<file path="config.mk">
export PLATFORM = sky130hd
export DESIGN_NAME = lap_guard
export DESIGN_NICKNAME = d
export VERILOG_FILES = /design/src/rtl/lap_pkg.sv /design/src/rtl/lap_window_match.sv /design/src/rtl/lap_space_gate.sv /design/src/rtl/lap_decide.sv /design/src/rtl/lap_guard.sv
export SDC_FILE = /design/constraint.sdc
export NUM_CORES = 1
export LEC_CHECK = 0
export ABC_AREA = 0
export BUFFER_PORTS_ARGS = -buffer_cell sky130_fd_sc_hd__buf_2
export CAP_MARGIN = 30
export CORE_UTILIZATION = 23
export DETAILED_ROUTE_END_ITERATION = 12
export GPL_ROUTABILITY_DRIVEN = 0
export PLACE_DENSITY = 0.83
export REMOVE_ABC_BUFFERS = 1
export SLEW_MARGIN = 10
export SYNTH_ARGS = -nofsm -noshare
export SYNTH_HDL_FRONTEND = slang
export SYNTH_SLANG_ARGS = --single-unit
export TNS_END_PERCENT = 1
</file>
<file path="constraint.sdc">
create_clock -name clk_i -period 0.8 [get_ports clk_i]
set_input_delay 0.08 -clock clk_i [delete_from_list [all_inputs] [get_ports clk_i]]
set_output_delay 0.08 -clock clk_i [all_outputs]
set_load 0.005 [all_outputs]
</file>
<file path="src/rtl/lap_pkg.sv">
package lap_pkg;

    typedef enum logic [1:0] {
        ACC_READ  = 2'd0,
        ACC_WRITE = 2'd1,
        ACC_FETCH = 2'd2,
        ACC_RSVD  = 2'd3
    } lap_acc_e;

    typedef enum logic [1:0] {
        SPC_PRIMARY   = 2'd0,
        SPC_ACCREG    = 2'd1,
        SPC_SECONDARY = 2'd2,
        SPC_HOME      = 2'd3
    } lap_space_e;

    typedef struct packed {
        logic blk;
        logic inval;
        logic req;
        logic err;
    } lap_res_t;

endpackage

</file>
<file path="src/rtl/lap_window_match.sv">
module lap_window_match #(
    parameter int ADDR_W    = 64,
    parameter int PAGE_BITS = 12,
    parameter int WIN_BYTES = 512,
    parameter int WIN_PAGES = 2
) (
    input  logic [ADDR_W-1:0] addr_i,
    output logic              exact_hit_o,
    output logic              page_hit_o
);
    localparam int IDX_W = ADDR_W - PAGE_BITS;

    logic [WIN_PAGES-1:0] page_eq;
    logic                 off_in_win;

    // one comparator per guarded page
    for (genvar w = 0; w < WIN_PAGES; w++) begin : g_page
        assign page_eq[w] = (addr_i[ADDR_W-1:PAGE_BITS] == IDX_W'(w));
    end

    assign off_in_win  = (addr_i[PAGE_BITS-1:0] < PAGE_BITS'(WIN_BYTES));
    assign page_hit_o  = |page_eq;
    assign exact_hit_o = page_hit_o && off_in_win;

endmodule

</file>
<file path="src/rtl/lap_space_gate.sv">
module lap_space_gate
    import lap_pkg::*;
(
    input  logic       lp_en_i,
    input  logic       xlate_on_i,
    input  lap_space_e space_i,
    input  logic [2:0] priv_i,
    output logic       active_o,
    output logic       mode_err_o
);
    logic sel_priv;
    logic sel_bad;

    always_comb begin
        sel_priv = 1'b0;
        sel_bad  = 1'b0;
        unique case (space_i)
            SPC_PRIMARY:   sel_priv = priv_i[0];
            SPC_SECONDARY: sel_priv = priv_i[1];
            SPC_HOME:      sel_priv = priv_i[2];
            default:       sel_bad  = 1'b1;
        endcase
    end

    always_comb begin
        active_o   = 1'b0;
        mode_err_o = 1'b0;
        if (lp_en_i) begin
            if (!xlate_on_i) begin
                active_o = 1'b1;
            end else if (sel_bad) begin
                mode_err_o = 1'b1;
            end else begin
                active_o = !sel_priv;
            end
        end
    end

endmodule

</file>
<file path="src/rtl/lap_decide.sv">
module lap_decide
    import lap_pkg::*;
(
    input  lap_acc_e acc_i,
    input  logic     active_i,
    input  logic     mode_err_i,
    input  logic     exact_hit_i,
    input  logic     page_hit_i,
    output lap_res_t res_o
);
    logic is_store;

    assign is_store = (acc_i == ACC_WRITE);

    always_comb begin
        res_o.err   = mode_err_i;
        res_o.inval = active_i && page_hit_i;
        res_o.blk   = active_i && exact_hit_i && is_store;
        res_o.req   = res_o.blk;
    end

endmodule

</file>
<file path="src/rtl/lap_guard.sv">
module lap_guard
    import lap_pkg::*;
#(
    parameter int ADDR_W    = 64,
    parameter int PAGE_BITS = 12,
    parameter int WIN_BYTES = 512,
    parameter int WIN_PAGES = 2,
    parameter int CODE_W    = 64,
    parameter bit REG_OUT   = 1'b1
) (
    input  logic              clk_i,
    input  logic              rst_ni,
    input  logic [ADDR_W-1:0] addr_i,
    input  logic [1:0]        acc_i,
    input  logic              lp_en_i,
    input  logic              xlate_on_i,
    input  logic [1:0]        space_i,
    input  logic [2:0]        priv_i,
    output logic              blk_store_o,
    output logic              wr_inval_o,
    output logic              prot_req_o,
    output logic [CODE_W-1:0] prot_code_o,
    output logic              mode_err_o
);
    logic     exact_hit;
    logic     page_hit;
    logic     active;
    logic     mode_err;
    lap_res_t res_c;
    lap_res_t res_q;

    lap_window_match #(
        .ADDR_W    (ADDR_W),
        .PAGE_BITS (PAGE_BITS),
        .WIN_BYTES (WIN_BYTES),
        .WIN_PAGES (WIN_PAGES)
    ) win_i (
        .addr_i      (addr_i),
        .exact_hit_o (exact_hit),
        .page_hit_o  (page_hit)
    );

    lap_space_gate gate_i (
        .lp_en_i    (lp_en_i),
        .xlate_on_i (xlate_on_i),
        .space_i    (lap_space_e'(space_i)),
        .priv_i     (priv_i),
        .active_o   (active),
        .mode_err_o (mode_err)
    );

    lap_decide dec_i (
        .acc_i       (lap_acc_e'(acc_i)),
        .active_i    (active),
        .mode_err_i  (mode_err),
        .exact_hit_i (exact_hit),
        .page_hit_i  (page_hit),
        .res_o       (res_c)
    );

    if (REG_OUT) begin : g_reg
        always_ff @(posedge clk_i or negedge rst_ni) begin
            if (!rst_ni) begin
                res_q <= '0;
            end else begin
                res_q <= res_c;
            end
        end
    end else begin : g_comb
        assign res_q = res_c;
    end

    assign blk_store_o = res_q.blk;
    assign wr_inval_o  = res_q.inval;
    assign prot_req_o  = res_q.req;
    assign mode_err_o  = res_q.err;
    assign prot_code_o = '0;

endmodule

</file>
### After elaboration in Yosys (flattened, before gate mapping)

Cells that the tools add are included.

* $add $sub $neg: 0
* multipliers: 0
* divide/modulo/power cells: 0
* $lt $le $gt $ge: 1
* eq/ne operators: 4
* shift operators: 0
* multiplexer cells: 7
* bitwise operators: 0
* reductions and logical operators: 9

Operators with widths (count)
* equality test 52 x 1 -> 1 bit, second input constant: 1
* zero test 52 bit: 1
* < comparator 12 x 10 -> 1 bit, second input constant: 1
* 2-to-1 mux 1 bit: 6
* equality test 2 bit, second input constant: 2
* logical AND 1 bit: 4
* one-hot mux 1 bit (3 select lines): 1
* OR reduction 3 bit: 1
* equality test 2 x 1 -> 1 bit, second input constant: 1
* zero test 2 bit: 1
* OR reduction 2 bit: 1
* zero test 1 bit: 1

* register bits: 3
* bits in latches: 0
* RAM bits: 0
* memory bits (read-only): 0
* input port bits: 75
* word-level logic and storage cells: 24
* memories: 0

### Logic depth before layout (Yosys ltp)

* depth after elaboration: 8
* depth in mapped cells: 4
* gate-level depth less buffers: 4

### Modules after synthesis

Synthesis repeated with hierarchy kept, for this count alone.

* cells, all modules: 98
* area, all modules: 805.8 um^2

Modules (own cells, without submodules)
* lap_guard: times used 1, cells each 69, area an instance 584.3 um^2, sequential area each 100.1 um^2
* lap_window_match: times used 1, cells each 19, area an instance 143.9 um^2, sequential area each 0.0 um^2
* lap_space_gate: times used 1, cells each 6, area an instance 46.3 um^2, sequential area each 0.0 um^2
* lap_decide: times used 1, cells each 4, area an instance 31.3 um^2, sequential area each 0.0 um^2

### Worst setup path before layout

No wires, ideal clock.

* path kind: input port to flip-flop
* start: in addr_i[33]
* end: reg res_q (netlist bit blk_store_o)
* library setup time: 0.068 ns
* data arrival time: 0.808 ns
* data required time: 0.732 ns
* slack: -0.076 ns
* stages: 4
* path buffers: 0
* cell sequence: nor4_2 -> nand4_1 -> nor3_1 -> and4_1

RTL lines
* from (decl): line lap_guard.sv:13 `input logic [ADDR_W-1:0] addr_i,`
* to (signal assigned): line lap_guard.sv:66 `res_q <= res_c;`
* to (decl): line lap_guard.sv:30 `lap_res_t res_q;`

==> metrics <==
outcome=complete, no violations; worst path cell trace=buf_2; Buf/Inv on CP=1; max-cap violations=0; final instance area=1030 µm²; post-DP HPWL=roughly 1.5 mm; H-Tree Depth=1; Tmin final=~0.79 ns; crit path capture type=output pin; Critical Path AT=a little over 0.7 ns; largest net degree at the start of global routing=4; Hold Path End=blk_store_o; drt first pass iters=3; CTS tree=yes; vias in the first global route=approximately 540; I/O pin count=143; Mapped Avg Cell Area=8.01 µm²; total die area=around 3500 µm²; fin. max-slew vios=0; power density over cell area=slightly above 700 nW/µm²; Routed WL=around 1.7 mm; flops & latches, synth=3; RSZ-0062 raised after global routing=true; WHS Path Cells=2; worst min path class=input pin to flip-flop; maximum vdd ir drop=approximately 0.21 mV; WHS=0.131 ns; wire length per cell=around 8.1 µm; critical path's largest stage delay=0.36 ns; Core Region=slightly above 3000 µm²; 1st-iter DRT viols=14; pre-CTS WS=-0.354 ns; # Post-CTS Setup Buffers=0; Max Clock Freq=1260 MHz; post-synthesis sequential area ratio=about a tenth; layout cells sized above 1=48.8%; vias post-DR=719; final net count=244; fin cells=about 210; Reg clk slew, reported paths=0.04 ns; GR Overflow Total=0; Final Setup Violations=0; std cell rows=20; number of inserted diodes=0; PnR worst setup slack=about 0.0064 ns; Startpoint Class=flip-flop; Tot Pwr=737 µW; post-route DRC violation count=0; Crit Path Max Fanout=2; CTS buffer count=3; DIE WIDTH=59.5 µm; Yosys Warn Count=0; Worst Path Required=0.72 ns; Hold Path Origin=acc_i[0]; antenna violations before repair=0; placed insts=207; top cell type's share of synthesized area=around 64%; Initial Util=about a quarter; top area cells in the synthesized netlist=buf_4, dfrtp_1, nor4_1; Final period util=just under 100%; WS Path Type=flip-flop to output pin; final core occ=around a third; Critical-path top delay cell=dfrtp_1; CTS sink count=3; Cell Area, Placed=920 µm²; antenna-violating nets left=0; Root Driver=clkbuf_4; total leakage power=around 0.60 nW; DR vias/cell=roughly 3.4; Crit path max-delay family=flip-flops; setup TNS=0 ns; synth unique cells=17; Fin. Hold Viols=0; first-pass GRT wire length=2.01 mm; Area Overhead vs Synth=35.9%; cells after synthesis=95; area leader, netlist=buf_4; # port buffers=a little under 70; GR Util All Layers=under 10%; Clock Path Buffers=2; die height=roughly 60 µm; cell area after synthesis=761 µm²
[layer usage]
layer	global-route usage [%]	vias up	part of all wire [%]
met3	0.873	2	10
met2	15.4	55	57
met4	3.99	0	0.35
li1	-	343	-
met5	0	-	0
met1	7.42	319	32
[power by group]
part	switching, mW	internal, mW
clock network	0.0798	0.187
logic	0.158	0.158
registers	0.000219	0.154
[flip-flops by register name, indices dropped and copies added, names as in the netlist]
signal / count
blk_store_o: 1
mode_err_o: 1
wr_inval_o: 1
[area by class of cell]
class | count | area, µm²
clock buffer | 4 | 26.3
fill | 330 | 2070
multi-input combinational | 90 | 480
sequential | 3 | 75.1
tap | 44 | 55.1
timing repair buffer | 71 | 397
[timing repair]
item | CTS | global route
hold buffers | 1 | 0
pin swaps | 7 | 0
setup endpoints to repair | 2 | 5
gates cloned | 0 | 0
endpoints found under the hold margin | 3 | 0
gates resized for setup | 8 | 4
[worst max path at each step]
stage / from / endpoint / slack [ns] / depth (start not counted)
final: blk_store_o / prot_req_o / 0.006 / 1
after global routing: addr_i[20] / blk_store_o / -0.05 / 5
after CTS: blk_store_o / prot_req_o / 0.0002 / 1
after detailed placement: addr_i[13] / blk_store_o / -0.35 / 5
after global placement: addr_i[33] / blk_store_o / -0.28 / 5
after floorplan: addr_i[33] / blk_store_o / -0.08 / 4
[Yosys cell counts]
cell and n:
nand4_1 2, nor4_1 10, nand3_1 1, conb_1 1, a21oi_1 1, and4_1 1
nor4b_2 1, nor4_2 3, and4b_1 1, nor3_1 1, dfrtp_1 3, nor2_1 1
o31ai_1 1, nand2_1 1, and2_2 1, mux2i_1 1, buf_4 65
[kinds of logic after synthesis]
logic type	Yosys count	synth area share [%]
other	1	0.493
flip-flops	3	9.87
AND/OR/NAND/NOR	23	22.5
buffers and inverters	65	64.1
multiplexers	1	1.32
AO/OA/AOI/OAI	2	1.64
[cells in the final DEF, fill, tap and decap left out, types with 2 or more instances in the layout]
cell type / instances
nand4_1: 2
nor4_1: 8
nor4_2: 3
conb_1: 64
dfrtp_1: 3
buf_4: 2
buf_6: 5
nor4_4: 2
clkbuf_4: 3
buf_2: 63
Note: power is estimated with default switching activity, not from simulation.
